--- src/rtl/bytelane_ring.sv ---
module bytelane_ring #(
  parameter int DEPTH = 64,
  localparam int AW = $clog2(DEPTH)
) (
  input  logic          clk,
  input  logic          rst_n,
  input  logic [1:0]    ch_en,
  input  logic          wr_valid,
  output logic          wr_ready,
  input  logic          wr_ch,
  input  logic          wr_pad,
  input  logic [7:0]    wr_data,
  input  logic          rd_strobe,
  output logic [AW-1:0] rd_addr,
  output logic [31:0]   rd_word,
  input  logic [1:0]    evt_clr,
  output logic [1:0]    evt,
  output logic [1:0]    ovr,
  output logic          irq
);
  localparam int HALF = DEPTH / 2;
  localparam logic [AW-1:0] LAST = AW'(DEPTH - 1);
  localparam logic [AW-1:0] HMSK = AW'(HALF - 1);

  logic [15:0]   mem [DEPTH];
  logic [1:0]    en_q, pend;
  logic [AW-1:0] wp [2];
  logic          busy, fch;
  logic [AW-1:0] fptr, fend;

  wire run  = |en_q;
  wire acc  = wr_valid && wr_ready;
  wire step = run && rd_strobe;
  wire [1:0] hit = {step && rd_addr == LAST, step && rd_addr == HMSK};
  wire       pc  = ~pend[0];

  assign wr_ready = !busy && pend == 2'b00;
  assign rd_word  = {16'hFFFF, mem[rd_addr]};
  assign irq      = run && evt != 2'b00;

  always_ff @(posedge clk) begin
    if (!rst_n) begin
      for (int i = 0; i < DEPTH; i++) mem[i] <= '1;
      en_q    <= '0;
      pend    <= '0;
      wp[0]   <= '0;
      wp[1]   <= '0;
      busy    <= 1'b0;
      fch     <= 1'b0;
      fptr    <= '0;
      fend    <= '0;
      rd_addr <= '0;
      evt     <= '0;
      ovr     <= '0;
    end else begin
      en_q <= ch_en;
      if (busy) begin
        mem[fptr] <= fch ? {8'hFF, mem[fptr][7:0]} : {mem[fptr][15:8], 8'hFF};
        if (fptr == fend) busy <= 1'b0;
        else fptr <= fptr + 1'b1;
      end else if (pend != 2'b00) begin
        busy     <= 1'b1;
        fch      <= pc;
        fptr     <= '0;
        fend     <= LAST;
        wp[pc]   <= '0;
        pend[pc] <= 1'b0;
      end else if (acc && wr_pad) begin
        busy      <= 1'b1;
        fch       <= wr_ch;
        fptr      <= wp[wr_ch];
        fend      <= wp[wr_ch] | HMSK;
        wp[wr_ch] <= (wp[wr_ch] | HMSK) + 1'b1;
      end else if (acc) begin
        mem[wp[wr_ch]] <= wr_ch ? {wr_data, mem[wp[wr_ch]][7:0]}
                                : {mem[wp[wr_ch]][15:8], wr_data};
        wp[wr_ch] <= wp[wr_ch] + 1'b1;
      end
      for (int c = 0; c < 2; c++)
        if (ch_en[c] != en_q[c]) pend[c] <= 1'b1;
      if (step) rd_addr <= rd_addr + 1'b1;
      evt <= (evt & ~evt_clr) | hit;
      ovr <= (ovr & ~evt_clr) | (hit & evt & ~evt_clr);
    end
  end
endmodule


--- config.mk ---
export PLATFORM = sky130hd
export DESIGN_NAME = bytelane_ring
export DESIGN_NICKNAME = d
export VERILOG_FILES = /design/src/rtl/bytelane_ring.sv
export SDC_FILE = /design/constraint.sdc
export NUM_CORES = 2
export LEC_CHECK = 0
export ABC_AREA = 0
export CAP_MARGIN = 20
export CELL_PAD_IN_SITES_DETAIL_PLACEMENT = 2
export CELL_PAD_IN_SITES_GLOBAL_PLACEMENT = 2
export CORE_AREA = 2 2 324 326
export CTS_BUF_LIST = sky130_fd_sc_hd__clkbuf_4 sky130_fd_sc_hd__clkbuf_8 sky130_fd_sc_hd__clkbuf_16
export DETAILED_ROUTE_END_ITERATION = 10
export DIE_AREA = 0 0 326 328
export DONT_BUFFER_PORTS = 1
export PLACE_DENSITY_LB_ADDON = 0.1
export SLEW_MARGIN = 20
export SYNTH_ARGS = -nofsm -noshare
export SYNTH_HDL_FRONTEND = slang
export SYNTH_SLANG_ARGS = --single-unit
--- constraint.sdc ---
create_clock -name clk -period 3.7 [get_ports clk]
set_input_delay 0 -clock clk [delete_from_list [all_inputs] [get_ports clk]]
set_output_delay 0 -clock clk [all_outputs]
set_load 0.005 [all_outputs]
==> impl_results.md <==
- Status: complete, but fails checks
- Violated checks: negative hold slack
- Pin count of the biggest net entering global routing: 118
- Die ar.: 106900 um^2
- Total global-route track usage: 35.18%
- Unique masters post-synth: 87
- IO Pins: 62
- XOR/XNOR Fraction of Synth Area: 0.2354%
- Final worst path period share: 99.11%
- Peak supply drop: 0.4024 mV
- Total wire length: 186700 um
- Remaining global-route overflow: 0
- Crit path arrival time: 3.67 ns
- DRC viols: 0
- Num rows: 118
- CP Max Fanout: 20
- Vias post-DR: 33120
- Simple-gate portion of the synthesized area: 12.08%
- R2R setup slack: 0.30 ns
- Clk_skew: 0.03583 ns
- 1st-pass router iterations: 5
- Synth Area in Compound Gates: 5.024%
- Worst min path class: primary input to register
- Initial antenna violation count: 16
- Vias in the first global route: 35470
- Minimum clock period: 3.667 ns
- Die Ht: 328 um
- GPL Wtd Cong: 0.8733
- Setup violators final: 0
- Setup TNS: 0 ns
- Starting Density: 46.86%
- Final ANT Viol Nets: 0
- CP Launch Type: register
- Max-slew headroom: 22.46%
- Commonest non-fill, non-tap cells in the layout: nand2_1 (1039), edfxtp_1 (1036), mux4_2 (270), buf_4 (226), nor2_1 (156)
- DP HPWL: 120200 um
- Fraction of the mapped netlist area in adder cells: 0.07762%
- Share of cells above drive strength 1: 23.37%
- Crit Reg-Reg Endpoint: mem[24][1]$_SDFFCE_PN1P_
- WP data required: 3.70 ns
- Core Area: 103200 um^2
- DR iter-0 viols: 4419
- Multiplexer area fraction after synthesis: 14.05%
- Final hold vios: 1
- Power Dens Cells: 505.1 nW/um^2
- Post-Synthesis Cells: 3463
- Non-Filler Instances: 5101
- P&R area growth vs syn: 15.49%
- Hold slack final: -0.002026 ns
- Main combinational cell family by area after synthesis: multiplexers
- Seq/Total Area, Yosys: 65.57%
- Clk Latency, worst-skew pair: 0.73 ns
- EDFF count, synth: 1036
- Slew Viols, Final: 0
- Placed insts: 4832
- First-pass GRT wire length: 268700 um
- Num Clock Sinks: 1066
- Cts bufs inserted: 115
- Clock-pin slew of the registers on the worst-case setup and hold paths: 0.06 ns
- CP Class: register to output pin
- Highest Clock Rate: 272.7 MHz
- Worst setup EP type: output pin
- Top FF cell, synth: edfxtp_1
- Vias per inst: 6.493
- Post-Syn Area: 48360 um^2
- P_leak: 0.01335 uW
- Synth warn: 0
- #FFs+latches synth: 1066
- Clock buffer depth: 3
- Least-Margin Pin Slew: 1.158 ns
- RSZ-0062 raised after global routing: no
- Post-synth ARST share: 0%
- Final-stage net count: 3630
- WL/cell: 36.59 um
- Commonest non-fill, non-tap cell in the layout: nand2_1
- Max Cap Viol: 0
- H-tree depth: 3
- End point of the critical path: rd_word[7]
- PortBufs: 0
- Root buf cell: clkbuf_16
- Die Wd: 326 um
- Reg-to-Reg Start: pend[1]$_SDFFE_PN0P_
- Reg2reg path depth: 8
- CTS tree: yes
- Syn Area/Cell: 13.96 um^2
==> power breakdown <==
part / switching, uW / internal (uW) / total, uW
sequential: 86.4 / 13200 / 13300
clock: 5120 / 7240 / 12400
combinational: 1880 / 647 / 2530
==> worst min-delay path by stage <==
| stage | startpoint | endpoint | slack [ns] | cells after the start |
|---|---|---|---|---|
| 2_1_floorplan | evt_clr[0] | ovr[0]$_SDFF_PN0_ | 0.08 | 1 |
| 3_3_place_gp | evt_clr[1] | ovr[1]$_SDFF_PN0_ | 0.08 | 1 |
| 3_5_place_dp | evt_clr[1] | ovr[1]$_SDFF_PN0_ | 0.08 | 1 |
| 4_1_cts | wr_ch | wp[0][5]$_SDFFCE_PN0P_ | 0.01 | 5 |
| 5_1_grt | wr_data[5] | mem[7][5]$_SDFFCE_PN1P_ | 0.03 | 4 |
| 6_report | wr_data[5] | mem[7][5]$_SDFFCE_PN1P_ | -0.002 | 4 |
==> through the flow <==
step	worst slack [ns]	power, uW	hold WS, ns	cell area, um^2	util, %
after floorplan	0.7795	14820	0.07679	48420	-
after global placement	0.3841	15820	0.07835	51300	49.71
after detailed placement	0.2115	15920	0.08437	51350	49.75
after CTS	0.0009188	28240	0.01007	55720	53.99
after global routing	0.02382	28760	0.02680	55830	54.10
final	0.03292	28210	-0.002026	55850	54.12
==> cells in the mapped netlist, types with 15 or more instances <==
cell,number,share of area [%]
buf_2,119,1.2
mux4_2,270,13
nor2b_1,15,0.19
nor3_2,17,0.35
a211oi_1,17,0.26
o21ai_0,139,1.4
o31ai_1,17,0.26
a22oi_1,20,0.31
clkbuf_1,109,0.85
buf_4,19,0.29
nor2_2,36,0.47
o221ai_1,29,0.53
dfxtp_1,30,1.2
nor3_1,28,0.29
buf_1,21,0.16
mux2i_1,61,1.3
nand2_1,1040,8.1
a21oi_1,47,0.49
nor2_1,157,1.2
edfxtp_1,1036,64
nand2b_1,22,0.28
nand3_1,16,0.17
==> cell type report <==
class | instances | area, um^2
inverter | 14 | 52.55
multi-input combinational | 2117 | 15520
clock inverter | 71 | 754.5
tap | 1380 | 1727
clock buffer | 147 | 3219
antenna | 11 | 27.53
sequential | 1066 | 31730
fill | 9282 | 47350
timing repair buffer | 295 | 2820
==> routing by layer <==
metal / GRT usage [%] / vias up / part of all wire [%]
met5: 0 / - / 0.019
met4: 14.37 / 6 / 4.5
met3: 7.723 / 419 / 8.9
met2: 57.73 / 1806 / 49
met1: 45.66 / 17720 / 38
li1: - / 13170 / -
==> sequential cells by signal (all words and copies together) (netlist names), named ones only <==
signal	count
mem	1024
ovr	2
wp	12
busy	1
pend	2
evt	2
en_q	2
fch	1
fptr	6
rd_addr	6
fend	2
==> kinds of logic (layout without fill, tap and decap cells) <==
logic type | Yosys count | in the layout
and+or+nand+nor | 1392 | 1392
adders and majority gates | 3 | 3
xor gates and xnor gates | 13 | 13
buffers and inverters | 295 | 527
AOI/OAI and AO/OA | 354 | 354
muxes | 339 | 339
DFF | 1066 | 1066
other | 1 | 27
==> critical path, cell delays in order (launching register included) <==
cell,delay (ns)
dfxtp_4,0.45
buf_12,0.29
buf_12,0.21
mux4_2,0.25
mux2i_1,0.10
a22oi_1,0.62
o221ai_1,0.50
o31ai_2,0.46
==> repair_timing <==
item                                   4_1_cts  5_1_grt
resized for setup                            8       10
gates cloned                                 0        1
buffers inserted                             6        0
endpoints found under the hold margin     1821       40
hold buffers                                27        1
setup endpoints to repair                   15       11
No activity file was read; power rests on OpenSTA's default activity.
